[src/rtl/usbh_irq_pkg.sv]
package usbh_irq_pkg;
  localparam int ADDR_W = 6;
  localparam int MAX_CH = 16;

  localparam logic [ADDR_W-1:0] A_CORE_STAT  = 6'h00;
  localparam logic [ADDR_W-1:0] A_CORE_MASK  = 6'h01;
  localparam logic [ADDR_W-1:0] A_GLB_EN     = 6'h02;
  localparam logic [ADDR_W-1:0] A_SUMM       = 6'h03;
  localparam logic [ADDR_W-1:0] A_SUMM_MASK  = 6'h04;
  localparam logic [ADDR_W-1:0] A_CAUSE_BASE = 6'h20;
  localparam logic [ADDR_W-1:0] A_CMASK_BASE = 6'h30;

  function automatic logic [ADDR_W-1:0] ch_addr(input logic [ADDR_W-1:0] base, input int idx);
    return base | ADDR_W'(idx);
  endfunction
endpackage

[src/rtl/usbh_ch_cause.sv]
module usbh_ch_cause #(
  parameter int NUM_CAUSE = 8
) (
  input  logic                 clk,
  input  logic                 rst,
  input  logic [NUM_CAUSE-1:0] ev,
  input  logic                 wr_cause,
  input  logic                 wr_mask,
  input  logic [NUM_CAUSE-1:0] wdata,
  output logic [NUM_CAUSE-1:0] cause_q,
  output logic [NUM_CAUSE-1:0] mask_q,
  output logic                 summ
);
  logic [NUM_CAUSE-1:0] clr;

  assign clr  = wr_cause ? wdata : '0;
  assign summ = |(cause_q & mask_q);

  always_ff @(posedge clk) begin
    if (rst) begin
      cause_q <= '0;
      mask_q  <= '0;
    end else begin
      cause_q <= (cause_q & ~clr) | ev;
      if (wr_mask) mask_q <= wdata;
    end
  end

  // every event bit is visible as set on the next clock
  p_cause_set_r1: assert property (@(posedge clk) disable iff (rst)
    (ev != '0) |=> ((cause_q & $past(ev)) == $past(ev)));

  // a clear write drops exactly the written-one bits when no event arrives
  p_w1c_r2: assert property (@(posedge clk) disable iff (rst)
    (wr_cause && ev == '0) |=> (cause_q == ($past(cause_q) & ~$past(wdata))));

  // collision of set and clear keeps the bit set
  p_set_beats_clr_r3: assert property (@(posedge clk) disable iff (rst)
    (wr_cause && ((ev & wdata) != '0)) |=> ((cause_q & $past(ev & wdata)) == $past(ev & wdata)));
endmodule

[src/rtl/usbh_core_stat.sv]
module usbh_core_stat #(
  parameter int NUM_SRC = 6,
  localparam int CW = NUM_SRC + 1
) (
  input  logic               clk,
  input  logic               rst,
  input  logic [NUM_SRC-1:0] ev,
  input  logic               ch_pend,
  input  logic               wr_stat,
  input  logic               wr_mask,
  input  logic               wr_glb,
  input  logic [CW-1:0]      wdata,
  output logic [NUM_SRC-1:0] stat_q,
  output logic [CW-1:0]      mask_q,
  output logic               glb_q,
  output logic               line_q
);
  logic [NUM_SRC-1:0] clr;
  logic [CW-1:0]      full;
  logic               hit;

  assign clr  = wr_stat ? wdata[NUM_SRC-1:0] : '0;
  assign full = {ch_pend, stat_q};
  assign hit  = |(full & mask_q);

  always_ff @(posedge clk) begin
    if (rst) begin
      stat_q <= '0;
      mask_q <= '0;
      glb_q  <= 1'b0;
      line_q <= 1'b0;
    end else begin
      stat_q <= (stat_q & ~clr) | ev;
      if (wr_mask) mask_q <= wdata;
      if (wr_glb)  glb_q  <= wdata[0];
      line_q <= glb_q & hit;
    end
  end

  // sticky bits only fall on a status write
  p_sticky_hold_r6: assert property (@(posedge clk) disable iff (rst)
    !wr_stat |=> ((stat_q & $past(stat_q)) == $past(stat_q)));

  // global enable off forces the line low on the next clock
  p_gate_r8: assert property (@(posedge clk) disable iff (rst)
    !glb_q |=> !line_q);

  // nothing unmasked pending means the line is low one clock later
  p_line_drop_r8: assert property (@(posedge clk) disable iff (rst)
    ((full & mask_q) == '0) |=> !line_q);
endmodule

[src/rtl/usbh_irq_agg.sv]
module usbh_irq_agg
  import usbh_irq_pkg::*;
#(
  parameter int NUM_CH    = 16,
  parameter int NUM_CAUSE = 8,
  parameter int NUM_SRC   = 6,
  parameter int DATA_W    = 16
) (
  input  logic                          clk,
  input  logic                          rst,
  input  logic [NUM_CH*NUM_CAUSE-1:0]   ch_event,
  input  logic [NUM_SRC-1:0]            core_event,
  input  logic                          reg_we,
  input  logic [5:0]                    reg_addr,
  input  logic [DATA_W-1:0]             reg_wdata,
  output logic [DATA_W-1:0]             reg_rdata,
  output logic                          irq
);
  localparam int CW = NUM_SRC + 1;

  initial begin
    a_cfg: assert (NUM_CH <= MAX_CH && NUM_CH <= DATA_W && NUM_CAUSE <= DATA_W && CW <= DATA_W)
      else $error("usbh_irq_agg: parameter out of range");
  end

  logic [NUM_CAUSE-1:0] cause_arr [NUM_CH];
  logic [NUM_CAUSE-1:0] cmask_arr [NUM_CH];
  logic [NUM_CH-1:0]    summ;
  logic [NUM_CH-1:0]    smask_q;
  logic                 ch_pend;
  logic [NUM_SRC-1:0]   core_stat;
  logic [CW-1:0]        core_mask;
  logic                 glb_en;
  logic [DATA_W-1:0]    rd_nx;
  logic [DATA_W-1:0]    rd_q;

  for (genvar c = 0; c < NUM_CH; c++) begin : g_ch
    logic wr_c, wr_m;
    assign wr_c = reg_we && (reg_addr == ch_addr(A_CAUSE_BASE, c));
    assign wr_m = reg_we && (reg_addr == ch_addr(A_CMASK_BASE, c));

    usbh_ch_cause #(.NUM_CAUSE(NUM_CAUSE)) i_ch (
      .clk      (clk),
      .rst      (rst),
      .ev       (ch_event[c*NUM_CAUSE +: NUM_CAUSE]),
      .wr_cause (wr_c),
      .wr_mask  (wr_m),
      .wdata    (reg_wdata[NUM_CAUSE-1:0]),
      .cause_q  (cause_arr[c]),
      .mask_q   (cmask_arr[c]),
      .summ     (summ[c])
    );
  end

  assign ch_pend = |(summ & smask_q);

  always_ff @(posedge clk) begin
    if (rst) smask_q <= '0;
    else if (reg_we && reg_addr == A_SUMM_MASK) smask_q <= reg_wdata[NUM_CH-1:0];
  end

  usbh_core_stat #(.NUM_SRC(NUM_SRC)) i_core (
    .clk     (clk),
    .rst     (rst),
    .ev      (core_event),
    .ch_pend (ch_pend),
    .wr_stat (reg_we && reg_addr == A_CORE_STAT),
    .wr_mask (reg_we && reg_addr == A_CORE_MASK),
    .wr_glb  (reg_we && reg_addr == A_GLB_EN),
    .wdata   (reg_wdata[CW-1:0]),
    .stat_q  (core_stat),
    .mask_q  (core_mask),
    .glb_q   (glb_en),
    .line_q  (irq)
  );

  always_comb begin
    rd_nx = '0;
    if (reg_addr == A_CORE_STAT) rd_nx[CW-1:0] = {ch_pend, core_stat};
    if (reg_addr == A_CORE_MASK) rd_nx[CW-1:0] = core_mask;
    if (reg_addr == A_GLB_EN)    rd_nx[0]      = glb_en;
    if (reg_addr == A_SUMM)      rd_nx[NUM_CH-1:0] = summ;
    if (reg_addr == A_SUMM_MASK) rd_nx[NUM_CH-1:0] = smask_q;
    for (int c = 0; c < NUM_CH; c++) begin
      if (reg_addr == ch_addr(A_CAUSE_BASE, c)) rd_nx[NUM_CAUSE-1:0] = cause_arr[c];
      if (reg_addr == ch_addr(A_CMASK_BASE, c)) rd_nx[NUM_CAUSE-1:0] = cmask_arr[c];
    end
  end

  always_ff @(posedge clk) begin
    if (rst) rd_q <= '0;
    else     rd_q <= rd_nx;
  end
  assign reg_rdata = rd_q;

  // without any register write, no summary bit can fall
  p_summ_no_drop_r4: assert property (@(posedge clk) disable iff (rst)
    !reg_we |=> (($past(summ) & ~summ) == '0));

  // pending bit at core level implies an unmasked summary in the channel tree
  p_pend_src_r5: assert property (@(posedge clk) disable iff (rst)
    (smask_q == '0) |-> !i_core.full[NUM_SRC]);

  // read data is zero right after reset
  p_rd_after_rst_r9: assert property (@(posedge clk)
    $past(rst) |-> (reg_rdata == '0 && !irq));
endmodule

[config.mk]
export PLATFORM = sky130hd
export DESIGN_NAME = usbh_irq_agg
export DESIGN_NICKNAME = d
export VERILOG_FILES = /design/src/rtl/usbh_irq_pkg.sv /design/src/rtl/usbh_ch_cause.sv /design/src/rtl/usbh_core_stat.sv /design/src/rtl/usbh_irq_agg.sv
export SDC_FILE = /design/constraint.sdc
export NUM_CORES = 1
export LEC_CHECK = 0
export ABC_AREA = 1
export BUFFER_PORTS_ARGS = -buffer_cell sky130_fd_sc_hd__buf_2
export CAP_MARGIN = 20
export CORE_MARGIN = 2
export CORE_UTILIZATION = 48
export CTS_CLUSTER_DIAMETER = 100
export CTS_CLUSTER_SIZE = 16
export DETAILED_ROUTE_END_ITERATION = 12
export PLACE_DENSITY = 0.76
export REMOVE_ABC_BUFFERS = 1
export SLEW_MARGIN = 25
export SYNTH_ARGS = -nofsm -noshare
export SYNTH_HDL_FRONTEND = slang
export SYNTH_HIERARCHICAL = 1
export SYNTH_SLANG_ARGS = --single-unit
[constraint.sdc]
create_clock -name clk -period 2.3 [get_ports clk]
set_clock_uncertainty 0.15 [all_clocks]
set_input_delay 0.23 -clock clk [delete_from_list [all_inputs] [get_ports clk]]
set_output_delay 0.23 -clock clk [all_outputs]
set_load 0.1 [all_outputs]
# Word level (Yosys, flattened, before mapping)
# Index checks and enable logic that the tools add are counted.
[op_classes]
n_eq_ne = 36
mux = 54
bitwise_logic = 70
reduce_logical = 55
[ops]
columns = ["cell", "n"]
rows = [
  ["$mux 8", 48],
  ["$and 8x8->8", 32],
  ["$eq 6x6->1 const B", 32],
  ["$not 8->8", 16],
  ["$or 8x8->8", 16],
  ["$reduce_or 8->1", 16],
  ["$logic_and 1x1->1", 36],
  ["$mux 16", 2],
  ["$and 16x16->16", 1],
  ["$reduce_or 16->1", 1],
  ["$mux 7", 2],
  ["$eq 6x2->1 const B", 2],
  ["$and 7x7->7", 1],
  ["$reduce_or 7->1", 1],
  ["$and 6x6->6", 1],
  ["$eq 6x1->1 const B", 1],
  ["$eq 6x3->1 const B", 1],
  ["$logic_not 6->1", 1],
  ["$mux 6", 1],
  ["$not 6->6", 1],
  ["$or 6x6->6", 1],
  ["$and 1x1->1", 1],
  ["$mux 1", 1],
]
[totals]
reg_bits = 303
inputBits = 159

# Depth between registers and ports, before layout
[depth]
ltp_word = 41
depth_mapped = 28
mapped_depth_nobuf = 28

# Modules after synthesis
# Netlist, hierarchy kept.
[modules_own_cells]
columns = ["mod", "n_inst", "cells_per_inst", "area_per_inst_um2"]
rows = [
  ["usbh_ch_cause", 16, 92, 713.2],
  ["usbh_irq_agg", 1, 775, 3933.8],
  ["usbh_core_stat", 1, 75, 565.5],
]

# Worst setup path before layout
# OpenSTA, ideal clock, no wires.
[synth_timing]
kind = "flip-flop to flip-flop"
startpoint = "register g_ch[11].i_ch.cause_q[2]"
endpoint = "register rd_q[6] (netlist: reg_rdata[6])"
t_arrival_ns = 2.105
setup_slack_ns = -0.064
path_stages_with_launch = 29
path_buffers = 0
period_less_slack_ns = 2.364
cell_sequence = "dfxtp_1 nand2_1 nand2_1 nor2_1 nand2_1 nand2_1 nand2_1 nor2_1 nand2_1 o21ai_0 nand4_1 nor2_1 nand4_1 nand2_1 nand3_1 nand2_1 nand4_1 nand2_1 nand4_1 nand2_1 nand4_1 nand2_1 nand4_1 nand2_1 nand4_1 nand2_1 nand4_1 nand2_1 inv_1"
[synth_via]
elab_chain_len = 40
[synth_rtl]
columns = ["element", "line_no", "text"]
rows = [
  ["from (decl)", "usbh_ch_cause.sv:10", "output logic [NUM_CAUSE-1:0] cause_q,"],
  ["from (signal assigned)", "usbh_ch_cause.sv:24", "cause_q <= (cause_q & ~clr) | ev;"],
  ["$and 8x8->8", "usbh_ch_cause.sv:17", "assign summ = |(cause_q & mask_q);"],
  ["$reduce_or 8->1", "usbh_ch_cause.sv:17", ""],
  ["net summ[11]", "usbh_irq_agg.sv:28", "logic [NUM_CH-1:0] summ;"],
  ["$and 16x16->16", "usbh_irq_agg.sv:55", "assign ch_pend = |(summ & smask_q);"],
  ["$reduce_or 16->1", "usbh_irq_agg.sv:55", ""],
  ["$mux 7", "usbh_irq_agg.sv:79", "if (reg_addr == A_CORE_STAT) rd_nx[CW-1:0] = {ch_pend, core_stat};"],
  ["$mux 7", "usbh_irq_agg.sv:80", "if (reg_addr == A_CORE_MASK) rd_nx[CW-1:0] = core_mask;"],
  ["$mux 16", "usbh_irq_agg.sv:82", "if (reg_addr == A_SUMM) rd_nx[NUM_CH-1:0] = summ;"],
  ["[25 not listed]", "-", ""],
  ["$mux 8", "usbh_irq_agg.sv:85", "if (reg_addr == ch_addr(A_CAUSE_BASE, c)) rd_nx[NUM_CAUSE-1:0] = cause_arr[c];"],
  ["$mux 8", "usbh_irq_agg.sv:86", "if (reg_addr == ch_addr(A_CMASK_BASE, c)) rd_nx[NUM_CAUSE-1:0] = cmask_arr[c];"],
  ["$mux 8", "usbh_irq_agg.sv:85", ""],
  ["$mux 8", "usbh_irq_agg.sv:86", ""],
  ["$mux 8", "usbh_irq_agg.sv:85", ""],
  ["$mux 8", "usbh_irq_agg.sv:86", ""],
  ["$mux 8", "usbh_irq_agg.sv:85", ""],
  ["$mux 8", "usbh_irq_agg.sv:86", ""],
  ["to (signal assigned)", "usbh_irq_agg.sv:92", "else rd_q <= rd_nx;"],
  ["to (decl)", "usbh_irq_agg.sv:35", "logic [DATA_W-1:0] rd_q;"],
]
# The timed path passes the listed nets, and every way through them passes these cells.
# A chain may end at the register's enable or synchronous reset.

# Final worst setup path
[layout_timing]
startpoint = "register g_ch[3].i_ch.cause_q[0]"
endpoint = "register rd_q[6] (netlist: reg_rdata[6])"
[layout_via]
elab_chain_len = 40
[layout_rtl]
columns = ["element", "line_no"]
rows = [
  ["from (decl)", "usbh_ch_cause.sv:10"],
  ["from (signal assigned)", "usbh_ch_cause.sv:24"],
  ["$and 8x8->8", "usbh_ch_cause.sv:17"],
  ["$reduce_or 8->1", "usbh_ch_cause.sv:17"],
  ["net summ[3]", "usbh_irq_agg.sv:28"],
  ["$and 16x16->16", "usbh_irq_agg.sv:55"],
  ["$reduce_or 16->1", "usbh_irq_agg.sv:55"],
  ["$mux 7", "usbh_irq_agg.sv:79"],
  ["$mux 7", "usbh_irq_agg.sv:80"],
  ["$mux 16", "usbh_irq_agg.sv:82"],
  ["[25 not listed]", "-"],
  ["$mux 8", "usbh_irq_agg.sv:85"],
  ["$mux 8", "usbh_irq_agg.sv:86"],
  ["$mux 8", "usbh_irq_agg.sv:85"],
  ["$mux 8", "usbh_irq_agg.sv:86"],
  ["$mux 8", "usbh_irq_agg.sv:85"],
  ["$mux 8", "usbh_irq_agg.sv:86"],
  ["$mux 8", "usbh_irq_agg.sv:85"],
  ["$mux 8", "usbh_irq_agg.sv:86"],
]
# The timed path passes the listed nets, and every way through them passes these cells.

==> qor.tcl <==
set qor(mappedNetlistArea_sq_mm) 0.0159
set qor(drtIter0Drc) 1598
set qor(cts.root.buffer_cell) {clkbuf_16}
set qor(number_of_instances_in_the_synthesized_netlist) 2322
set qor(cts_tree) {yes}
set qor(synth-compound-area-share_pct) 17.9
set qor(timing.final.crit_period_ns) 3.50
set qor(first_global_vias) 17700
set qor(worst-slew-pin-transition_ns) 0.711
set qor(hp-class) {input port to flip-flop}
set qor(globalRouteOverflowTotal) 0
set qor(finalMaxSlewViolations) 0
set qor(routed_wl_um) 57400
set qor(postSynthRegisterBits) 303
set qor(post-synth-top-area-cell) {dfxtp_1}
set qor(critical_path_peak_fanout) 2
set qor(synth_top_family_by_area) {simple AND/OR/NAND/NOR gates}
set qor(critical_path_required_ns) 2.58
set qor(yosys_warnings) 6
set qor(initial_core_util_pct) 48.8
set qor(synth.yosys.seq_area_share_pct) 38.1
set qor(grtUsageTotal_pct) 32.7
set qor(setup.worst_path.class) {flip-flop to flip-flop}
set qor(die_height_um) 186
set qor(dp_hpwl_um) 39900
set qor(outcome) {finished with violations}
set qor(finalHoldViolCount) 0
set qor(clock_pin_transition_on_the_worst_setup_and_hold_timing_paths_ns) 0.07
set qor(wl_per_cell_um) 16.6
set qor(clk_path_buf_depth) 3
set qor(slowest_delay_ns) 0.31
set qor(layout.area.seq_sq_mm) 0.00609
set qor(layout_commonest_cell) {nand2_1}
set qor(xor_and_xnor_fraction_of_the_mapped_netlist_area_pct) 0
set qor(multiInputGateArea_sq_mm) 0.00799
set qor(num-fill-cells) 2675
set qor(vias_per_cell) 5.21
set qor(numPlacedInstances) 3283
set qor(initial_antenna_violation_count) 2
set qor(syn2layout_area_growth_pct) 38.3
set qor(numClockSinks) 303
set qor(numCtsBuffers) 22
set qor(grt_start_max_net_pins) 92
set qor(die_x_um) 186
set qor(portBuffers) 175
set qor(final_cell_mix) {nand2_1, buf_4, dfxtp_1}
set qor(failed_checks) {setup timing}
set qor(slew-limit-headroom_pct) 52.5
set qor(yosysTopAreaCellShare_pct) 38.1
set qor(achievable-frequency_mhz) 285
set qor(drive_gt1_share_pct) 31.3
set qor(max_cap_violations) 0
set qor(post_synth_and_or_nand_nor_area_fraction_pct) 31.4
set qor(finalCritPeriodShare_pct) 152
set qor(total_leakage_power_nw) 10.1
set qor(rsz0062_at_grt) {true}
set qor(distinct_cell_type_count_after_synthesis) 31
set qor(pwr_density_cell_mw_per_mm2) 495
set qor(timing.final.setup_violations) 8
set qor(drt_drc_violations_left) 0
set qor(synth.area.top_cells) {dfxtp_1, nand2_1, a21oi_2}
set qor(timing.hold.ws_ns) 0.0454
set qor(htree_levels) 1
set qor(floorplan.io_pins) 176
set qor(grt_first_pass_wirelength_um) 89200
set qor(critical_path.slowest_cell) {dfxtp_1}
set qor(crit_path_start_kind) {flip-flop}
set qor(yosys.area_share.adder_pct) 0
set qor(fp.dieArea_sq_mm) 0.0346
set qor(crit_top_cell) {nand2_1}
set qor(detail_route.first_pass.iterations) 6
set qor(critPathArrivalTime_ns) 3.78
set qor(post_synth.cell_area_avg_sq_um) 6.85
set qor(setup_slack_ns) -1.20
set qor(finalNetCount) 3176
set qor(via_count) 18000
set qor(number_of_placement_rows) 66
set qor(design.core.area_sq_mm) 0.0326
set qor(fin_total_pwr_w) 0.0109
set qor(antenna_violating_nets_post_route) 0
set qor(globalplace.congestion) 1.00
set qor(worstSetupEndpointType) {flip-flop}
set qor(insertion_delay_ns) 0.54
set qor(layout.cells.non_filler) 3461
set qor(maximum_vdd_drop_v) 0.000547
set qor(yosys-mux-area-fraction_pct) 0
## flip-flops by register name, summed over array words and instances (netlist names)
register and flops:
g_ch.i_ch/mask_q 128, i_core/glb_q 1, i_core/line_q 1, reg_rdata 16, smask_q 16, g_ch.i_ch/cause_q 128
i_core/mask_q 7, i_core/stat_q 6
## worst max-delay path: cells and delay by family, from the launching register on
kind	cells	cell delay [ns]
compound gates	1	0.11
buf+inv	2	0.21
simple gates	26	2.60
flops	1	0.31
## kinds of logic (layout without fill, tap and decap cells)
family,after synthesis,in the layout
buffers and inverters,341,1036
flip-flops,303,303
AND/OR/NAND/NOR,1244,1244
AO/OA/AOI/OAI,434,434
other,0,2
## per-stage QoR
step / setup slack (ns) / util [%] / cell area (sq um) / TNS, ns
finish: -1.20 / 67.5 / 22000 / -5.53
floorplan: -0.200 / - / 15000 / -2.66
detailed placement: -1.14 / 60.5 / 19700 / -5.88
global route: -1.39 / 67.5 / 22000 / -7.07
global placement: -1.14 / 60.5 / 19700 / -5.55
CTS: -1.06 / 67.1 / 21900 / -5.05
## layer usage
| layer | global-route usage, % | share of wire, % | wire, um | vias to the layer above |
|---|---|---|---|---|
| met5 | 0 | 0 | 0 | - |
| met4 | 17.6 | 5.8 | 3310 | 0 |
| met3 | 5.01 | 8.6 | 4920 | 222 |
| met2 | 54.4 | 46 | 26100 | 896 |
| met1 | 40.6 | 40 | 23000 | 8249 |
| li1 | - | - | - | 8670 |
## synth_stat cells (all sizes together)
cell type / number
a21oi: 372
o31ai: 1
nor3: 22
nor3b: 1
nor2: 139
dfxtp: 303
clkbuf: 16
clkinv: 20
o21ai: 60
nand2: 1006
nor4: 1
buf: 69
nand3: 13
and3: 2
a22oi: 1
nand4: 60
inv: 236
## layout make-up
class                   count  area share, %
flip-flops and latches    303           27.7
inverters                 256           4.73
well taps                 442           2.51
clock buffers              24           2.63
diodes                      2         0.0227
repair buffers            756           26.1
multi-input cells        1678           36.3
## power breakdown
group	total, W	switching [W]	leakage [nW]	internal (W)
sequential	0.00555	0.000114	2.49	0.00544
combinational	0.00167	0.000926	7.34	0.000745
clock	0.00366	0.00189	0.285	0.00177
total	0.0109	0.00293	10.1	0.00795
## timing repair
item	4_1_cts	5_1_grt
hold buffers	143	0
pin swaps	40	35
endpoints found under the hold margin	143	0
setup endpoints to repair	8	8
gates resized for setup	36	40
buffers inserted	8	3
cloned	0	0
## path summary, 6_finish.rpt
path                                 from                 endpoint  slack, ns  depth (start not counted)
setup / recovery  g_ch[3].i_ch/cause_q[0]             reg_rdata[6]      -1.20                         29
setup reg to reg  g_ch[3].i_ch/cause_q[0]             reg_rdata[6]      -1.20                         29
hold reg to reg   g_ch[4].i_ch/cause_q[4]  g_ch[4].i_ch/cause_q[4]       0.33                          2
hold / removal               reg_wdata[0]   g_ch[8].i_ch/mask_q[0]       0.05                          3
Power figures use the tool's default switching activity.
